==> src/rtl/fft8_pkg.sv <==
package fft8_pkg;
  localparam int NPT  = 8;
  localparam int HALF = NPT / 2;

  // reverse the low nb bits of v
  function automatic int rev_bits(input int v, input int nb);
    int r;
    r = 0;
    for (int i = 0; i < nb; i++)
      if (v[i]) r = r | (1 << (nb - 1 - i));
    return r;
  endfunction
endpackage

==> src/rtl/fft8_bfly.sv <==
module fft8_bfly #(
  parameter int IW  = 16,
  parameter bit ROT = 1'b0  // rotate b by -j before combining
) (
  input  logic signed [IW-1:0] a_re_i,
  input  logic signed [IW-1:0] a_im_i,
  input  logic signed [IW-1:0] b_re_i,
  input  logic signed [IW-1:0] b_im_i,
  output logic signed [IW:0]   s_re_o,
  output logic signed [IW:0]   s_im_o,
  output logic signed [IW:0]   d_re_o,
  output logic signed [IW:0]   d_im_o
);
  logic signed [IW:0] ar, ai, br, bi;
  assign ar = {a_re_i[IW-1], a_re_i};
  assign ai = {a_im_i[IW-1], a_im_i};
  assign br = {b_re_i[IW-1], b_re_i};
  assign bi = {b_im_i[IW-1], b_im_i};

  if (ROT) begin : g_rot
    // -j*b = (bi, -br): folded into the adders, no negation overflow
    assign s_re_o = ar + bi;
    assign s_im_o = ai - br;
    assign d_re_o = ar - bi;
    assign d_im_o = ai + br;
  end else begin : g_plain
    assign s_re_o = ar + br;
    assign s_im_o = ai + bi;
    assign d_re_o = ar - br;
    assign d_im_o = ai - bi;
  end
endmodule

==> src/rtl/fft8_twiddle.sv <==
module fft8_twiddle #(
  parameter int W    = 18,
  parameter int FRAC = 15,
  parameter bit ODD3 = 1'b0  // 0: W8^1, 1: W8^3
) (
  input  logic signed [W-1:0] re_i,
  input  logic signed [W-1:0] im_i,
  output logic signed [W-1:0] re_o,
  output logic signed [W-1:0] im_o
);
  localparam int  SW      = W + 2;
  localparam int  CW      = FRAC + 2;
  localparam int  PW      = SW + CW;
  localparam real INV_RT2 = 0.7071067811865476;
  localparam logic signed [CW-1:0] COEF = CW'(int'(INV_RT2 * (2.0 ** FRAC)));
  localparam logic signed [PW-1:0] RND  = PW'(1) << (FRAC - 1);

  logic signed [SW-1:0] a, b, sum_ab, dif_ba, xr, xi;
  logic signed [PW-1:0] pr, pi;

  assign a      = SW'(re_i);
  assign b      = SW'(im_i);
  assign sum_ab = a + b;
  assign dif_ba = b - a;

  if (ODD3) begin : g_w3
    // (a+jb)(-1-j)/sqrt2
    assign xr = dif_ba;
    assign xi = -sum_ab;
  end else begin : g_w1
    // (a+jb)(1-j)/sqrt2
    assign xr = sum_ab;
    assign xi = dif_ba;
  end

  assign pr   = PW'(xr) * PW'(COEF) + RND;
  assign pi   = PW'(xi) * PW'(COEF) + RND;
  assign re_o = W'(pr >>> FRAC);
  assign im_o = W'(pi >>> FRAC);
endmodule

==> src/rtl/fft8_r22.sv <==
module fft8_r22 import fft8_pkg::*; #(
  parameter  int DATA_W  = 16,
  parameter  int TW_FRAC = 15,
  localparam int OUT_W   = DATA_W + 3
) (
  input  logic                    clk_i,
  input  logic                    rst_ni,
  input  logic                    valid_i,
  input  logic [NPT*DATA_W-1:0]   x_re_i,
  input  logic [NPT*DATA_W-1:0]   x_im_i,
  output logic                    valid_o,
  output logic [NPT*OUT_W-1:0]    y_re_o,
  output logic [NPT*OUT_W-1:0]    y_im_o
);
  localparam int W1 = DATA_W + 1;
  localparam int W2 = DATA_W + 2;

  logic signed [DATA_W-1:0] x_re [NPT], x_im [NPT];
  logic signed [W1-1:0]     c1_re [NPT], c1_im [NPT], r1_re [NPT], r1_im [NPT];
  logic signed [W2-1:0]     c2_re [NPT], c2_im [NPT], r2_re [NPT], r2_im [NPT];
  logic signed [OUT_W-1:0]  c3_re [NPT], c3_im [NPT], r3_re [NPT], r3_im [NPT];
  logic [2:0]               vld_q;

  for (genvar n = 0; n < NPT; n++) begin : g_io
    assign x_re[n] = x_re_i[n*DATA_W +: DATA_W];
    assign x_im[n] = x_im_i[n*DATA_W +: DATA_W];
    assign y_re_o[n*OUT_W +: OUT_W] = r3_re[n];
    assign y_im_o[n*OUT_W +: OUT_W] = r3_im[n];
  end

  // column 1: pairs four apart; sums to lanes 0..3, differences to 4..7
  for (genvar n = 0; n < HALF; n++) begin : g_col1
    fft8_bfly #(.IW(DATA_W), .ROT(1'b0)) u_bf (
      .a_re_i(x_re[n]),      .a_im_i(x_im[n]),
      .b_re_i(x_re[n+HALF]), .b_im_i(x_im[n+HALF]),
      .s_re_o(c1_re[n]),      .s_im_o(c1_im[n]),
      .d_re_o(c1_re[n+HALF]), .d_im_o(c1_im[n+HALF]));
  end

  // column 2: pairs two apart inside each half; odd half rotates by -j
  // lane index afterwards = 4*k1 + 2*k2 + n3
  for (genvar h = 0; h < 2; h++) begin : g_half
    for (genvar m = 0; m < 2; m++) begin : g_pair
      fft8_bfly #(.IW(W1), .ROT(h == 1)) u_bf (
        .a_re_i(r1_re[4*h+m]),   .a_im_i(r1_im[4*h+m]),
        .b_re_i(r1_re[4*h+m+2]), .b_im_i(r1_im[4*h+m+2]),
        .s_re_o(c2_re[4*h+m]),   .s_im_o(c2_im[4*h+m]),
        .d_re_o(c2_re[4*h+m+2]), .d_im_o(c2_im[4*h+m+2]));
    end
  end

  // column 3: twiddle W8^(k1+2k2) on the n3=1 lane, then last butterfly
  for (genvar g = 0; g < HALF; g++) begin : g_col3
    localparam int KB = rev_bits(g, 2);
    logic signed [W2-1:0] b_re, b_im;
    if (g >= 2) begin : g_tw
      fft8_twiddle #(.W(W2), .FRAC(TW_FRAC), .ODD3(g == 3)) u_tw (
        .re_i(r2_re[2*g+1]), .im_i(r2_im[2*g+1]),
        .re_o(b_re),         .im_o(b_im));
    end else begin : g_pass
      assign b_re = r2_re[2*g+1];
      assign b_im = r2_im[2*g+1];
    end
    // g==1 carries W8^2 = -j, done in the adders
    fft8_bfly #(.IW(W2), .ROT(g == 1)) u_bf (
      .a_re_i(r2_re[2*g]),  .a_im_i(r2_im[2*g]),
      .b_re_i(b_re),        .b_im_i(b_im),
      .s_re_o(c3_re[KB]),   .s_im_o(c3_im[KB]),
      .d_re_o(c3_re[KB+4]), .d_im_o(c3_im[KB+4]));
  end

  always_ff @(posedge clk_i) begin
    r1_re <= c1_re;
    r1_im <= c1_im;
    r2_re <= c2_re;
    r2_im <= c2_im;
    r3_re <= c3_re;
    r3_im <= c3_im;
  end

  always_ff @(posedge clk_i or negedge rst_ni) begin
    if (!rst_ni) vld_q <= '0;
    else         vld_q <= {vld_q[1:0], valid_i};
  end

  assign valid_o = vld_q[2];
endmodule

==> config.mk <==
export PLATFORM = sky130hd
export DESIGN_NAME = fft8_r22
export DESIGN_NICKNAME = d
export VERILOG_FILES = /design/src/rtl/fft8_pkg.sv /design/src/rtl/fft8_bfly.sv /design/src/rtl/fft8_twiddle.sv /design/src/rtl/fft8_r22.sv
export SDC_FILE = /design/constraint.sdc
export NUM_CORES = 2
export LEC_CHECK = 0
export BUFFER_PORTS_ARGS = -buffer_cell sky130_fd_sc_hd__buf_2
export CORE_MARGIN = 4
export CORE_UTILIZATION = 40
export CTS_CLUSTER_SIZE = 14
export DETAILED_ROUTE_END_ITERATION = 10
export GPL_ROUTABILITY_DRIVEN = 0
export REMOVE_ABC_BUFFERS = 1
export SYNTH_ARGS = -nofsm -noshare
export SYNTH_HDL_FRONTEND = slang
export SYNTH_SLANG_ARGS = --single-unit
export TNS_END_PERCENT = 5
==> constraint.sdc <==
create_clock -name clk_i -period 30.5 [get_ports clk_i]
set_input_delay 6.1 -clock clk_i [delete_from_list [all_inputs] [get_ports clk_i]]
set_output_delay 6.1 -clock clk_i [all_outputs]
set_load 0.005 [all_outputs]
Word level (Yosys, flattened, before mapping)
Index checks and enable logic that the tools add are counted.

word-level totals
  input bits = 259
  output and inout bits = 305
  bits in registers = 867
  logic and storage cells = 110

operators by class
  add/subtract/negate cells = 57
  multiply operators = 4

operators by type and width
  operator                                                                count
  18-bit by 18-bit adder with 19-bit output                               10
  18-bit by 18-bit subtractor with 19-bit output                          10
  17-bit by 17-bit adder with 18-bit output                               8
  17-bit by 17-bit subtractor with 18-bit output                          8
  16-bit by 16-bit adder with 17-bit output                               8
  16-bit by 16-bit subtractor with 17-bit output                          8
  33-bit by 16-bit adder with 33-bit output (second input constant)       4
  19-bit by 15-bit multiplier with 32-bit output (second input constant)  3
  20-bit by 15-bit multiplier with 32-bit output (second input constant)  1
  19-bit negator with 20-bit output                                       1

Longest topological paths before layout
  depth after elaboration = 5
  gate-level depth with buffers = 46
  mapped depth without buffers = 46

Modules after synthesis
From an unflattened synthesis, not the netlist that was laid out.

second synthesis, totals
  cells, all modules = 9588
  area total of the unflattened synthesis = 82641.8 µm²

modules (own cells, without submodules)
  module                                     cells an instance  sequential area each (µm²)  instances  area an instance (µm²)
  fft8_r22                                   867                17371.7                     1          17371.7
  fft8_twiddle at g_col3[3].g_tw.u_tw        1295               0.0                         1          11644.9
  fft8_twiddle at g_col3[2].g_tw.u_tw        1213               0.0                         1          11011.8
  fft8_bfly at g_col1[0].u_bf ...            445                0.0                         3          3060.4
  fft8_bfly at g_col3[0].u_bf ...            595                0.0                         2          4032.6
  fft8_bfly at g_half[0].g_pair[0].u_bf ...  514                0.0                         2          3539.6
  fft8_bfly at g_col3[3].u_bf                583                0.0                         1          3980.1
  fft8_bfly at g_col3[1].u_bf                564                0.0                         1          3881.2
  fft8_bfly at g_half[1].g_pair[1].u_bf      540                0.0                         1          3698.5
  fft8_bfly at g_half[1].g_pair[0].u_bf      524                0.0                         1          3558.4
  fft8_bfly at g_col1[3].u_bf                449                0.0                         1          3169.3

Least setup slack after synthesis
OpenSTA, ideal clock, no wires.

  path kind = reg2reg
  start point = reg r2_re[1] (netlist bit)
  end point = reg r3_im (netlist bit y_im_o[151])
  clock period less this slack = 10052 ps
  library setup time = 57 ps
  arrival time = 9994 ps
  buffers on the path = 0
  stages on the path, launching flop included = 38
  required time = 30443 ps
  slack = 20448 ps
  cell sequence = dfxtp_1 > inv_1 > ha_1 > ha_1 > fa_1 > a21o_1 > a21oi_1 > nor2b_2 > o41ai_1 > o21ai_1 > o41ai_1 > o21ba_2 > o21ai_1 > a221o_1 > o21ai_0 > ha_1 > inv_1 > fa_1 > [... 2 more ...] > fa_1 > fa_1 > ha_1 > ha_1 > o21a_1 > nor2_1 > a211oi_1 > nor2_1 > xnor2_1 > nand4_4 > or4_1 > a21oi_1 > a211o_1 > xnor3_1 > ha_1 > nor3_1 > a22o_1 > a21o_1

RTL lines
  what                      RTL line        source
  start: declaration        fft8_r22.sv:20  logic signed [W2-1:0] c2_re [NPT], c2_im [NPT], r2_re [NPT], r2_im [NPT];
  start signal: assignment  fft8_r22.sv:75  r2_re <= c2_re;
  end signal: assignment    fft8_r22.sv:78  r3_im <= c3_im;
  end: declaration          fft8_r22.sv:21  logic signed [OUT_W-1:0] c3_re [NPT], c3_im [NPT], r3_re [NPT], r3_im [NPT];

==> reports/qor.txt <==
worst reg-to-reg setup slack - 19.80 ns
share of cells above drive strength 1 - 0.0955
PortBufs - 563
Placeable Area - 181000 µm²
r2r startpoint - r2_re[37]
count leader, synth - ha_1
syn_area_per_cell - 8.86 µm²
num rows - 156
status - finished, final reports clean
DRC viols - 0
Die Width - 436 µm
first-pass GRT wire length - 328000 µm
Worst Setup Start Kind - flip-flop
Total Routed Length - 217000 µm
Pre-antenna DRT Iters - 8
Cell variety after synth - 121
final period utilization - 0.351
worst r2r dst - y_im_o[112]
htree depth - 3
CTS tree - built
top-level I/O count - 564
Synth area leaders - ha_1 (25%), dfxtp_1 (23%), fa_1 (9.1%)
register area share after synthesis - 0.231
Post-CTS Setup Bufs - 0
Post-synth EDFFs - 0
initial antenna violation count - 64
top cell type's share of synthesized area - 0.248
Slew headroom - 0.310
Clock Latency Late Sink - 0.76 ns
hold_buf cts - 0
Die Area - 190000 µm²
worst hold endpoint - vld_q[2]
routed len/inst - 19.3 µm
cts bufs inserted - 102
Crit Path Max Fanout - 8
gate count of the mapped netlist - 8261
Total Nets Final - 10800
Synth area leader - ha_1
HP Class - reg2reg
Synth Cell Area - 73200 µm²
Worst-path clk slew - 0.06 ns
most used cell, CP - ha_1
Setup WS post-layout - 19.80 ns
Worst Path Arrival - 11.33 ns
Final Skew - 0.0979 ns
final slew viol count - 0
Hold Crit Depth - 0
delay of the slowest critical-path stage - 0.66 ns
Async SR Flop Fraction - 0.00356
clk root buf - clkbuf_16
Layout area overhead - 12.4%
die extent in y - 436 µm
Max Root-Sink Buffers - 3
largest net degree at the start of global routing - 22
Starting Density - 0.403
CTS Sinks - 843
DR iter-0 viols - 3526
GRT Total Usage - 0.222
Detailed Place HPWL - 187000 µm
WP data required - 31.12 ns
RSZ-0062 raised after global routing - no
worst hold start - vld_q[1]
Main synth FF type - dfxtp_1
WS Path Type - reg2reg
grt ovf - 0
Max Cap Violations - 0
Tmin final - 10.70 ns
YS warnings - 0
post-CTS resize count - 0
Tightest Pin Transition - 1.03 ns
reg2reg path depth - 39
vias in the first global route - 57000
Routed Antenna Nets - 0
Crit. End Element - flip-flop
setup_tns - 0 ns
most frequent cells after synthesis - ha_1 (1448), inv_1 (1408), dfxtp_1 (840)
via count - 57500
Final Hold Viols - 0
Yosys reg bits - 843
Fillers - 17400
DR vias/cell - 5.09
final setup fails - 0
CP max stage cell - xnor2_1
pre-CTS setup slack - 19.88 ns
Max Fclk - 93.4 MHz
==> cells by family (layout without fill, tap and decap cells) <==
family / Yosys count / in the layout / share of synthesized area
fa+ha+maj: 1785 / 1785 / 0.339
simple gates: 1660 / 1660 / 0.111
compound gates: 1607 / 1607 / 0.140
buf+inv: 1560 / 2176 / 0.0809
flops: 843 / 843 / 0.231
xor+xnor: 788 / 788 / 0.0950
mux: 18 / 18 / 0.00260
other cells: 0 / 42 / 0
==> how the worst max path moves through the flow <==
stage	slack [ns]	end	from	cells after the start
2_1_floorplan	20.45	y_im_o[151]	r2_re[1]	37
3_3_place_gp	20.21	y_im_o[150]	r2_re[1]	40
3_5_place_dp	19.88	y_im_o[112]	r2_re[37]	39
4_1_cts	19.89	y_im_o[112]	r2_re[37]	39
5_1_grt	19.22	y_im_o[151]	r2_re[1]	38
6_report	19.80	y_im_o[112]	r2_re[37]	39
==> per-stage QoR <==
stage                     utilization  area, µm²  hold slack (ns)  cells
after global placement          0.432      78400            0.343  11100
after CTS                       0.453      82100            0.346  11200
after global routing            0.453      82200            0.346  11300
after floorplan                     -      72600            0.331   8117
final                           0.454      82200            0.344  11300
after detailed placement        0.432      78400            0.341  11100
==> cell usage in the layout (no fill, tap or decap), types with 259 or more instances in the layout <==
master   netlist  routed
ha_1        1448    1448
a21oi_1      511     511
xor2_1       259     259
buf_2          9     563
xnor2_1      524     524
o21ai_0      347     345
inv_1       1408    1408
nor2_1       624     624
dfxtp_1      840     840
fa_1         334     334
==> area by class of cell <==
type                            count  area (µm²)  share of cell area
Multi-Input combinational cell   5858       50400               0.612
Clock inverter                     63         916              0.0111
Clock buffer                      128        2810              0.0342
Tap cell                         2370        2970              0.0361
Antenna cell                       42         105             0.00128
Sequential cell                   843       16900               0.205
Timing Repair Buffer              569        2860              0.0348
Inverter                         1416        5320              0.0646
==> layer usage <==
metal	GRT usage	vias to the layer above	share of wire
li1	-	28500	-
met1	0.284	27000	0.44
met2	0.364	1633	0.45
met3	0.0308	380	0.054
met4	0.114	10	0.054
met5	0	-	0.00035
==> flip-flops by register name, indices dropped and copies added, names as in the netlist <==
name         cells
g_col3.b_im     35
g_col3.b_re     35
r1_im          132
r1_re          132
r2_im          105
r2_re          105
vld_q            3
y_im_o         148
y_re_o         148
==> worst max-delay path: cells and delay by family, from the launching register on <==
family,cells,cell delay [ns]
adder cells (fa/ha/maj),10,3.98
AO/OA/AOI/OAI,14,3.75
AND/OR/NAND/NOR,8,1.24
XOR/XNOR,3,0.94
flip-flops,1,0.38
buffers and inverters,4,0.30
Power is left out: the tool's default activity adds up to more than one toggle a clock period on the data nets, which glitch-free logic cannot reach.
